==> config.mk <==
export PLATFORM = sky130hd
export DESIGN_NAME = burst_col_gen
export DESIGN_NICKNAME = d
export VERILOG_FILES = /design/src/rtl/burst_col_pkg.sv /design/src/rtl/burst_mode_dec.sv /design/src/rtl/burst_beat_ctr.sv /design/src/rtl/burst_addr_mix.sv /design/src/rtl/burst_col_gen.sv
export SDC_FILE = /design/constraint.sdc
export NUM_CORES = 1
export LEC_CHECK = 0
export BUFFER_PORTS_ARGS = -buffer_cell sky130_fd_sc_hd__buf_2
export CORE_ASPECT_RATIO = 0.8
export CORE_MARGIN = 4
export CORE_UTILIZATION = 40
export DETAILED_ROUTE_END_ITERATION = 7
export PLACE_DENSITY_LB_ADDON = 0.25
export RECOVER_POWER = 100
export SYNTH_ARGS = -nofsm -noshare
export SYNTH_HDL_FRONTEND = slang
export SYNTH_HIERARCHICAL = 1
export SYNTH_SLANG_ARGS = --single-unit
export TNS_END_PERCENT = 20
==> constraint.sdc <==
create_clock -name clk -period 3.82 [get_ports clk]
set_input_delay 0.382 -clock clk [delete_from_list [all_inputs] [get_ports clk]]
set_output_delay 0.382 -clock clk [all_outputs]
set_load 0.01 [all_outputs]
==> src/rtl/burst_col_pkg.sv <==
`timescale 1ns/1ps
package burst_col_pkg;
  // Beat counter width covers the longest fixed burst (8 beats).
  localparam int BEAT_W = 3;

  typedef struct packed {
    logic              full_page;
    logic              interleave;
    logic [BEAT_W-1:0] mask;   // burst length minus one
  } burst_mode_t;
endpackage

==> src/rtl/burst_mode_dec.sv <==
`timescale 1ns/1ps
module burst_mode_dec
  import burst_col_pkg::*;
(
  input  logic [2:0]  len_code,
  input  logic        interleave_req,
  output burst_mode_t mode
);
  always_comb begin
    mode.full_page  = len_code[2];
    // Full page supports only the upward count.
    mode.interleave = interleave_req & ~len_code[2];
    unique case (len_code[1:0])
      2'd0:    mode.mask = BEAT_W'(0);
      2'd1:    mode.mask = BEAT_W'(1);
      2'd2:    mode.mask = BEAT_W'(3);
      default: mode.mask = BEAT_W'(7);
    endcase
    if (len_code[2]) mode.mask = '1;
  end
endmodule

==> src/rtl/burst_beat_ctr.sv <==
`timescale 1ns/1ps
module burst_beat_ctr
  import burst_col_pkg::*;
(
  input  logic              clk,
  input  logic              rst,
  input  logic              clr,
  input  logic              inc,
  input  logic [BEAT_W-1:0] mask,
  output logic [BEAT_W-1:0] beat,
  output logic              last
);
  always_ff @(posedge clk) begin
    if (rst || clr) beat <= '0;
    else if (inc)   beat <= beat + 1'b1;
  end

  assign last = (beat == mask);

  // the beat index never leaves the range of the selected length.
  p_beat_bound_r3: assert property (@(posedge clk) disable iff (rst)
    (beat & ~mask) == '0);
endmodule

==> src/rtl/burst_addr_mix.sv <==
`timescale 1ns/1ps
module burst_addr_mix
  import burst_col_pkg::*;
#(
  parameter int COL_W = 9
) (
  input  logic [COL_W-1:0]  base,
  input  logic [BEAT_W-1:0] beat,
  input  burst_mode_t       mode,
  output logic [COL_W-1:0]  col
);
  localparam int HI_W = COL_W - BEAT_W;

  logic [BEAT_W-1:0] low_seq, low_xor, low_sel;

  always_comb begin
    low_seq = base[BEAT_W-1:0] + beat;
    low_xor = base[BEAT_W-1:0] ^ beat;
    low_sel = mode.interleave ? low_xor : low_seq;
    col     = {base[COL_W-1:BEAT_W],
               (base[BEAT_W-1:0] & ~mode.mask) | (low_sel & mode.mask)};
  end

  // with interleave the moving bits differ from the base only by the beat.
  always_comb begin
    if (mode.interleave && !mode.full_page)
      a_xor_r6: assert (((col[BEAT_W-1:0] ^ base[BEAT_W-1:0]) & ~beat) == '0);
  end

  logic [HI_W-1:0] unused_hi;
  assign unused_hi = '0;
endmodule

==> src/rtl/burst_col_gen.sv <==
`timescale 1ns/1ps
module burst_col_gen
  import burst_col_pkg::*;
#(
  parameter int COL_W = 9
) (
  input  logic             clk,
  input  logic             rst,
  input  logic             start,
  input  logic [COL_W-1:0] start_col,
  input  logic [2:0]       len_code,
  input  logic             interleave,
  input  logic             advance,
  input  logic             terminate,
  output logic [COL_W-1:0] col,
  output logic             busy,
  output logic             done
);
  burst_mode_t       new_mode, mode_q;
  logic [COL_W-1:0]  base_q, col_q, next_fixed, next_col;
  logic              busy_q, done_q;
  logic [BEAT_W-1:0] beat;
  logic              last;
  logic              beat_clr, beat_inc;

  burst_mode_dec u_dec (
    .len_code       (len_code),
    .interleave_req (interleave),
    .mode           (new_mode)
  );

  assign beat_clr = start & ~terminate;
  assign beat_inc = advance & busy_q & ~start & ~terminate
                  & ~mode_q.full_page & ~last;

  burst_beat_ctr u_ctr (
    .clk  (clk),
    .rst  (rst),
    .clr  (beat_clr),
    .inc  (beat_inc),
    .mask (mode_q.mask),
    .beat (beat),
    .last (last)
  );

  burst_addr_mix #(.COL_W(COL_W)) u_mix (
    .base (base_q),
    .beat (beat + 1'b1),
    .mode (mode_q),
    .col  (next_fixed)
  );

  assign next_col = mode_q.full_page ? col_q + 1'b1 : next_fixed;

  always_ff @(posedge clk) begin
    if (rst) begin
      busy_q <= 1'b0;
      done_q <= 1'b0;
      col_q  <= '0;
      base_q <= '0;
      mode_q <= '0;
    end else begin
      done_q <= 1'b0;
      if (terminate) begin
        if (busy_q) begin
          busy_q <= 1'b0;
          done_q <= 1'b1;
        end
      end else if (start) begin
        busy_q <= 1'b1;
        base_q <= start_col;
        col_q  <= start_col;
        mode_q <= new_mode;
      end else if (advance && busy_q) begin
        if (!mode_q.full_page && last) begin
          busy_q <= 1'b0;
          done_q <= 1'b1;
        end else begin
          col_q <= next_col;
        end
      end
    end
  end

  assign col  = col_q;
  assign busy = busy_q;
  assign done = done_q;


  p_reset_idle_r1: assert property (@(posedge clk)
    rst |=> (!busy_q && !done_q && col_q == '0));

  p_start_load_r2: assert property (@(posedge clk) disable iff (rst)
    (start && !terminate) |=> (busy_q && col_q == $past(start_col)));

  p_done_idle_r3: assert property (@(posedge clk) disable iff (rst)
    done_q |-> !busy_q);

  p_in_block_r4: assert property (@(posedge clk) disable iff (rst)
    (busy_q && !mode_q.full_page) |->
      (col_q[COL_W-1:BEAT_W] == base_q[COL_W-1:BEAT_W] &&
       ((col_q[BEAT_W-1:0] ^ base_q[BEAT_W-1:0]) & ~mode_q.mask) == '0));

  p_page_step_r7: assert property (@(posedge clk) disable iff (rst)
    (busy_q && mode_q.full_page && advance && !start && !terminate)
      |=> (busy_q && col_q == $past(col_q) + 1'b1));

  p_term_r8: assert property (@(posedge clk) disable iff (rst)
    (busy_q && terminate) |=> (!busy_q && done_q && $stable(col_q)));

  p_done_pulse_r9: assert property (@(posedge clk) disable iff (rst)
    done_q |=> !done_q);
  p_idle_hold_r9: assert property (@(posedge clk) disable iff (rst)
    (!busy_q && (!start || terminate)) |=> ($stable(col_q) && !busy_q && !done_q));
endmodule

==> impl_metrics.tcl, run 1 <==
set metrics [dict create \
    drt_iter0_drc 139 \
    post-synth-top-count-cell "nand2_1" \
    drive_gt1_frac 0.1239 \
    h-tree-depth 1 \
    die_y_um 65.19 \
    ctsHoldBuffers 0 \
    synth_edf_count 0 \
    powerDensity_mw_per_mm2 361.9 \
    cts_made_buffers 3 \
    vias 1454 \
    critPathKind "reg2reg" \
    syn_nets 225 \
    die_area_mm2 0.005182 \
    slew-limit-headroom 0.2412 \
    gp_congestion 0.8535 \
    yosysWarnings 6 \
    port_buffers 28 \
    synth_cell_types 53 \
    ant_nets 0 \
    start_util 0.4216 \
    postCtsSetupBuffers 0 \
    routedWlPerCell_um 13.56 \
    reg2reg_slack_ns 1.41 \
    fin_tns_setup_ns 0 \
    clock-root-buffer "clkbuf_8" \
    min_period_over_period 0.6314 \
    grt.overflow.total 0 \
    clock.fmax_ghz 0.4146 \
    grt_use_total 0.1524 \
    yosys.area.top_type_share 0.3428 \
    viasPerCell 5.326 \
    netlist_area_mm2 0.001635 \
    hold_violations 0 \
    coreArea_mm2 0.003879 \
    rows 20 \
    holdWs_ns 0.3464 \
    clock_sinks 28 \
    diodes 0 \
    p_leak_uw 0.0006642 \
    area_growth_pct 8.875 \
    yosys.area.top_type "dfxtp_1" \
    vdd_drop_max_mv 0.2032 \
    post_cts_resized 0 \
    cp.required_ns 4.00 \
    rsz0062_at_grt "false" \
    finalClockSkew_ns 0.003338 \
    hold_class "in2reg" \
    wl_um 3703 \
    dr.pass1.iters 4 \
    outcome "complete, no violations" \
    cp.arrival_ns 2.59 \
    grt_max_degree 31 \
    route.detailed.drc 0 \
    ios 29 \
    synthTopCellsByCount "40 x nand2_1, 28 x dfxtp_1, 21 x a21oi_1" \
    grt_pass1_vias 1265 \
    clk_pin_slew_worst_paths_ns 0.10 \
    fill_cells 419 \
    cp_max_fo 10 \
    cts_tree "built" \
    setup_viol 0 \
    antenna_found_initial 0 \
    synth_seq_cells 28 \
    grt_pass1_wl_um 6285 \
    clk_latency_ns 0.28 \
    clockBufferDepth 2 \
    synth-async-reset-ratio 0 \
    cap_violations 0 \
    dp_hpwl_um 2682 \
    synth.area.top_cells "dfxtp_1 34%, nand2_1 9.2%, a21oi_1 6.4%" \
    syn_avg_cell_area_um2 8.136 \
    nets 243 \
    synth_ff_type "dfxtp_1" \
    die_w_um 79.49 \
    syn_inst 201 \
    slew_viol_final 0 \
    critPathLaunchType "flop" \
    tightestPinTransition_ns 1.126 \
    finalCriticalPeriod_ns 2.412 \
    cp-end-kind "flop" \
    ys_seq_area_frac 0.3428 \
]
==> routing by layer <==
layer / GRT usage / part of all wire / vias to the layer above
li1: - / - / 741
met1: 0.2378 / 0.52 / 660
met2: 0.2083 / 0.38 / 51
met3: 0.03562 / 0.092 / 2
met4: 0.03219 / 0.0084 / 0
met5: 0 / 0 / -
==> registers in the layout (all words and copies together), names as in the netlist <==
name,cells
mode_q,5
done,1
base_q,9
busy,1
col,9
u_ctr/beat,3
==> placed cells by master, fill, tap and decap left out, types with 5 or more instances in the layout <==
| cell type | instances |
|---|---|
| nand2_1 | 40 |
| dfxtp_1 | 28 |
| a21oi_1 | 21 |
| buf_2 | 16 |
| clkbuf_1 | 12 |
| inv_1 | 10 |
| nor3_1 | 7 |
| nor2_1 | 6 |
| o21ai_0 | 5 |
| ha_1 | 5 |
==> cell type report <==
cell class,count,area (µm²),area share
sequential,28,560.5,0.3148
tap,55,68.82,0.03865
multi-input combinational,147,913.4,0.5130
timing repair buffer,28,125.1,0.07027
inverter,11,41.29,0.02319
clock buffer,3,41.29,0.02319
clock inverter,1,30.03,0.01687
==> where the power goes <==
part | total, µW | switching [µW] | internal, µW
Combinational | 89.9 | 54.1 | 35.8
Clock | 234 | 94.0 | 140
Sequential | 320 | 15.1 | 305
Total | 644 | 163 | 481
==> worst max-delay path: stages (launching register included) <==
cell and delay (ns):
dfxtp_1 0.45, xor2_1 0.17, nor3_1 0.08, nor2b_1 0.16
o21ai_0 0.91, nand2_1 0.24, o32ai_1 0.30
==> worst paths after layout <==
path / from / endpoint / cells after the start
worst min-delay path: start_col[7] / base_q[7]$_SDFFE_PP0P_ / 3
worst min register to register: base_q[3]$_SDFFE_PP0P_ / base_q[3]$_SDFFE_PP0P_ / 2
worst max register to register: u_ctr/beat[0]$_SDFFE_PP0P_ / col[8]$_SDFFE_PP0P_ / 6
worst max-delay path: u_ctr/beat[0]$_SDFFE_PP0P_ / col[8]$_SDFFE_PP0P_ / 6
==> cell families (layout without fill, tap and decap cells) <==
group | after synthesis | after routing | synth area share
xor gates and xnor gates | 7 | 7 | 0.03749
adders and majority gates | 6 | 6 | 0.05050
DFF | 28 | 28 | 0.3428
AOI/OAI and AO/OA | 56 | 56 | 0.2364
muxes | 4 | 4 | 0.02525
buffers and inverters | 26 | 43 | 0.09334
and+or+nand+nor | 74 | 74 | 0.2142
==> through the flow <==
step,utilization,instances,instance area (µm²),worst slack (ns),power [µW]
2_1_floorplan,-,201,1635,1.686,391.9
3_3_place_gp,0.4468,269,1733,1.588,418.5
3_5_place_dp,0.4468,269,1733,1.544,419.0
4_1_cts,0.4652,273,1804,1.517,655.1
5_1_grt,0.4590,273,1780,1.130,682.7
6_report,0.4590,273,1780,1.408,644.4
Note: power is estimated with default switching activity, not from simulation.
==> inputs of run 2 (changes only) <==
Settings changed: ABC_AREA from default to 1.
Clock period 3.82 ns to 2.5 ns, I/O delays scaled along.
==> run 2 against run 1 <==
Effect of this change:
- first-iteration DRC count fell by 19%
- synthesized area rose by 6.0%
- cell count increased by 21%
- clock skew is 0.0038 ns higher
- hold slack worse by 0.13 ns
- critical path depth stayed put
- via count rose by 6.7%
- critical path type is now in2reg
==> impl_metrics.tcl, run 2 <==
set metrics [dict create \
    clock-root-buffer "clkbuf_8" \
    setup_viol 0 \
    wl_um 3957 \
    slew_viol_final 0 \
    rows 21 \
    fill_cells 455 \
    postCtsSetupBuffers 0 \
    r2r_start "u_ctr/beat[0]$_SDFFE_PP0P_" \
    netlist_area_mm2 0.001733 \
    ios 29 \
    cp.arrival_ns 2.32 \
    synth_cell_types 32 \
    dpl_cell_area_mm2 0.001841 \
    yosys.area.top_type "dfxtp_1" \
    clockBufferDepth 2 \
    diodes 0 \
    worst-r2r-cell-count 11 \
    synth_seq_cells 28 \
    cap_violations 0 \
    cts_tree "built" \
    synthTopCellsByCount "52 x nor2_1, 46 x nand2_1, 28 x dfxtp_1" \
    fin_area_mm2 0.001858 \
    timing.rr.end "col[2]$_SDFFE_PP0P_" \
    die_w_um 81.59 \
    area_growth_pct 7.220 \
    syn_avg_cell_area_um2 6.769 \
    crit_end "col[6]$_SDFFE_PP0P_" \
    rsz0062_at_grt "false" \
    antenna_found_initial 0 \
    drt_iter0_drc 112 \
    syn_inst 256 \
    tightestPinTransition_ns 0.8823 \
    synth_ff_type "dfxtp_1" \
    die_y_um 66.87 \
    coreArea_mm2 0.004178 \
    routedWlPerCell_um 11.95 \
    h-tree-depth 1 \
    cts_made_buffers 3 \
    grt_pass1_vias 1468 \
    hold_violations 0 \
    grt_use_total 0.1591 \
    fin_tns_setup_ns 0 \
    outcome "complete, no violations" \
    nets 299 \
    synth_edf_count 0 \
    min_period_over_period 0.8571 \
    grt.overflow.total 0 \
    yosysWarnings 6 \
    vias 1551 \
    slew-limit-headroom 0.4118 \
    cp.required_ns 2.68 \
    p_leak_uw 0.0007456 \
    die_area_mm2 0.005456 \
    clock_sinks 28 \
    placedCellCount 327 \
    critPathLaunchType "input pin" \
    clk_pin_slew_worst_paths_ns 0.09 \
    dr.pass1.iters 5 \
    drive_gt1_frac 0.1350 \
    grt_max_degree 22 \
    gp_congestion 0.7713 \
    synth.area.top_cells "dfxtp_1 32%, nor2_1 11%, nand2_1 10%" \
    hold_class "in2reg" \
    finalCriticalPeriod_ns 2.143 \
    final_common_cell "nor2_1" \
    dp_hpwl_um 2820 \
    synth-async-reset-ratio 0 \
    critPathKind "in2reg" \
    syn_nets 280 \
    mostFrequentLayoutCells "54 x nor2_1, 47 x nand2_1, 28 x dfxtp_1" \
    cp_max_fo 20 \
    powerDensity_mw_per_mm2 517.8 \
    port_buffers 28 \
    ys_seq_area_frac 0.3235 \
    post-synth-top-count-cell "nor2_1" \
    crit_start "start" \
    finalClockSkew_ns 0.007167 \
    start_util 0.4148 \
    post_cts_resized 0 \
    yosys.area.top_type_share 0.3235 \
    cp-end-kind "flop" \
    grt_pass1_wl_um 6699 \
    reg2reg_slack_ns 0.49 \
    clk_latency_ns 0.28 \
    viasPerCell 4.686 \
    vdd_drop_max_mv 0.2941 \
    ant_nets 0 \
    fin_cells 331 \
    route.detailed.drc 0 \
    ctsHoldBuffers 0 \
    clock.fmax_ghz 0.4667 \
]
[run 2: worst min path at each step]
stage,startpoint,to,slack (ns),cells past startpoint
2_1_floorplan,rst,base_q[0]$_SDFFE_PP0P_,0.32,1
3_3_place_gp,base_q[5]$_SDFFE_PP0P_,base_q[5]$_SDFFE_PP0P_,0.47,2
5_1_grt,rst,base_q[2]$_SDFFE_PP0P_,0.21,2
6_report,rst,base_q[0]$_SDFFE_PP0P_,0.21,2
3_5_place_dp,base_q[7]$_SDFFE_PP0P_,base_q[7]$_SDFFE_PP0P_,0.47,2
4_1_cts,rst,base_q[0]$_SDFFE_PP0P_,0.22,2
[run 2: worst max-delay path, stage by stage]
cell and delay [ns]:
clkbuf_1 0.64, nand2_1 0.65, inv_4 0.38, nor2_2 0.15, a21oi_1 0.17, a21oi_2 0.07
[run 2: kinds of logic (layout without fill, tap and decap cells)]
group,count (synthesis),after routing,synth area share
AND/OR/NAND/NOR,125,125,0.3177
AO/OA/AOI/OAI,53,53,0.1697
buffers and inverters,40,58,0.1199
flip-flops,28,28,0.3235
adder cells (fa/ha/maj),6,6,0.04765
XOR/XNOR,3,3,0.01517
multiplexers,1,1,0.006498
[run 2: area by class of cell]
cell class	instances	area (µm²)	share of cell area
clock buffer	4	55.05	0.02963
inverter	25	96.34	0.05185
multi-input combinational	188	942.2	0.5071
sequential	28	560.5	0.3017
tap	57	71.32	0.03838
timing repair buffer	29	132.6	0.07138
[run 2: metrics by stage]
| step | utilization | setup WS (ns) | total power (µW) | hold slack, ns |
|---|---|---|---|---|
| floorplan | - | 0.6651 | 645.3 | 0.3191 |
| global placement | 0.4406 | 0.5940 | 689.5 | 0.4656 |
| detailed placement | 0.4406 | 0.5000 | 690.3 | 0.4737 |
| CTS | 0.4537 | 0.4793 | 980.3 | 0.2163 |
| global route | 0.4447 | 0.1610 | 1027 | 0.2116 |
| finish | 0.4447 | 0.3572 | 962.1 | 0.2144 |
[run 2: routing by layer]
layer | track usage | vias to the layer above | part of all wire
met5 | 0 | - | 0
met4 | 0.03112 | 0 | 0.0048
met3 | 0.03378 | 2 | 0.040
met2 | 0.2470 | 25 | 0.39
met1 | 0.2263 | 680 | 0.56
li1 | - | 844 | -
[run 2: where the power goes]
group	switching (µW)	leakage [µW]	internal [µW]
Clock	148	0.0000288	141
Sequential	29.8	0.000230	473
Combinational	107	0.000487	62.9
Total	285	0.000746	677
==> inputs of run 3 (changes only) <==
Settings changed: CORE_MARGIN 4 to 8, HOLD_SLACK_MARGIN from default to 0.03.
==> run 3 against run 2 <==
Effect of this change:
- sequential share of layout area is 0.16 points higher
- sequential cell count stayed put
- clock skew is 0.0038 ns lower
- clock power is 13% lower
- sequential power is 0.8% higher
- die area is 23% higher
- hold slack worse by 0.0011 ns
- fmax hardly changed
- global-route usage is 2.8 points lower
==> impl_metrics.tcl, run 3 (synthesized netlist as in run 2, its figures left out) <==
set metrics [dict create \
    ant_nets 0 \
    fill_cells 458 \
    die_area_mm2 0.006708 \
    gp_congestion 0.7500 \
    coreArea_mm2 0.004178 \
    die_y_um 74.87 \
    hold_depth 2 \
    finalClockSkew_ns 0.003323 \
    wl_um 4028 \
    area_growth_pct 6.642 \
    worst-path-buf-inv 2 \
    critPathLaunchType "input pin" \
    worst-r2r-cell-count 11 \
    slew_viol_final 0 \
    clock_power_share 0.273 \
    grt_use_total 0.1314 \
    timing.rr.end "col[2]$_SDFFE_PP0P_" \
    drive_gt1_frac 0.1324 \
    p_total_uw 924.2 \
    vias 1547 \
    grt_pass1_wl_um 6865 \
    crit_end "col[5]$_SDFFE_PP0P_" \
    hold_violations 0 \
    cp-end-kind "flop" \
    clockBufferDepth 2 \
    crit_chain "clkbuf_1 > nand2_4 > clkinvlp_2 > nor2_4 > a21oi_1 > a21oi_1" \
    critPathKind "in2reg" \
    worst_path_most_repeated_cell "a21oi_1" \
    clk_latency_ns 0.27 \
    reg2reg_slack_ns 0.49 \
    cts_tree "built" \
    dr.pass1.iters 4 \
    cap_violations 0 \
    route.detailed.drc 0 \
    clk_pin_slew_worst_paths_ns 0.10 \
    postCtsSetupBuffers 0 \
    setup_viol 0 \
    r2r_start "u_ctr/beat[0]$_SDFFE_PP0P_" \
    outcome "complete, no violations" \
    routedWlPerCell_um 12.24 \
    post_cts_resized 0 \
    grt_pass1_vias 1465 \
    rsz0062_at_grt "false" \
    powerDensity_mw_per_mm2 500.1 \
    mostFrequentLayoutCells "54 x nor2_1, 46 x nand2_1, 28 x dfxtp_1" \
    path_depth 6 \
    slowest_stage "clkinvlp_2" \
    die_w_um 89.59 \
    diodes 0 \
    crit_start "start" \
    grt.overflow.total 0 \
    cts_made_buffers 3 \
    p_sw_frac 0.3034 \
    cp.required_ns 2.71 \
    clock.fmax_ghz 0.4665 \
    viasPerCell 4.702 \
    comb_power_share 0.179 \
    internal_power_uw 643.8 \
    share_seq_of_total_power 0.548 \
    tightestPinTransition_ns 0.9410 \
    ctsHoldBuffers 0 \
    clock_sinks 28 \
    hold_class "in2reg" \
    finalCriticalPeriod_ns 2.144 \
    fin_tns_setup_ns 0 \
    clock-root-buffer "clkbuf_8" \
    cp_max_fo 20 \
    nets 298 \
    drt_iter0_drc 152 \
    slew-limit-headroom 0.3727 \
    p_leak_uw 0.0007341 \
    dp_hpwl_um 2884 \
    cp.arrival_ns 2.36 \
    h-tree-depth 1 \
    rows 21 \
    min_period_over_period 0.8574 \
    crit_family "buffers and inverters" \
    grt_max_degree 22 \
    slowest_delay_ns 0.64 \
    port_buffers 28 \
    p_switching_uw 280.4 \
    start_util 0.4148 \
    ios 29 \
    antenna_found_initial 0 \
    vdd_drop_max_mv 0.2849 \
    final_common_cell "nor2_1" \
]
==> run 3: worst min-delay path by stage <==
stage	from	slack, ns	end
after floorplan	rst	0.32	base_q[0]$_SDFFE_PP0P_
after global placement	base_q[5]$_SDFFE_PP0P_	0.47	base_q[5]$_SDFFE_PP0P_
after detailed placement	base_q[8]$_SDFFE_PP0P_	0.48	base_q[8]$_SDFFE_PP0P_
after CTS	rst	0.22	base_q[0]$_SDFFE_PP0P_
after global routing	rst	0.22	busy$_SDFFE_PP0P_
final	rst	0.21	base_q[2]$_SDFFE_PP0P_
==> run 3: metrics by stage <==
stage / utilization / hold WS [ns] / cells / setup slack, ns / cell area [µm²]
final: 0.4423 / 0.2133 / 329 / 0.3564 / 1848
after floorplan: - / 0.3191 / 256 / 0.6651 / 1733
after global routing: 0.4423 / 0.2191 / 329 / 0.1271 / 1848
after detailed placement: 0.4388 / 0.4762 / 326 / 0.5217 / 1833
after CTS: 0.4486 / 0.2206 / 329 / 0.5017 / 1874
after global placement: 0.4388 / 0.4662 / 326 / 0.5692 / 1833
==> run 3: area by class of cell <==
cell class | instances | area, µm² | area share
clock buffer | 3 | 41.29 | 0.02234
inverter | 25 | 95.09 | 0.05146
multi-input combinational | 188 | 954.7 | 0.5166
sequential | 28 | 560.5 | 0.3033
tap | 57 | 71.32 | 0.03859
timing repair buffer | 28 | 125.1 | 0.06770
==> run 3: metal layers <==
metal | GRT usage | part of all wire | up-vias
met5 | 0 | 0 | -
met3 | 0.03599 | 0.073 | 2
met2 | 0.1987 | 0.40 | 32
li1 | - | - | 845
met4 | 0.02206 | 0.0047 | 0
met1 | 0.1823 | 0.53 | 668
==> run 3: power by group through the flow <==
| stage | clock network [µW] | logic [µW] | registers (µW) |
|---|---|---|---|
| after detailed placement | 0 | 172 | 517 |
| after global routing | 278 | 193 | 513 |
| after floorplan | 0 | 134 | 511 |
| final | 252 | 165 | 507 |
| after CTS | 261 | 173 | 507 |
| after global placement | 0 | 172 | 517 |
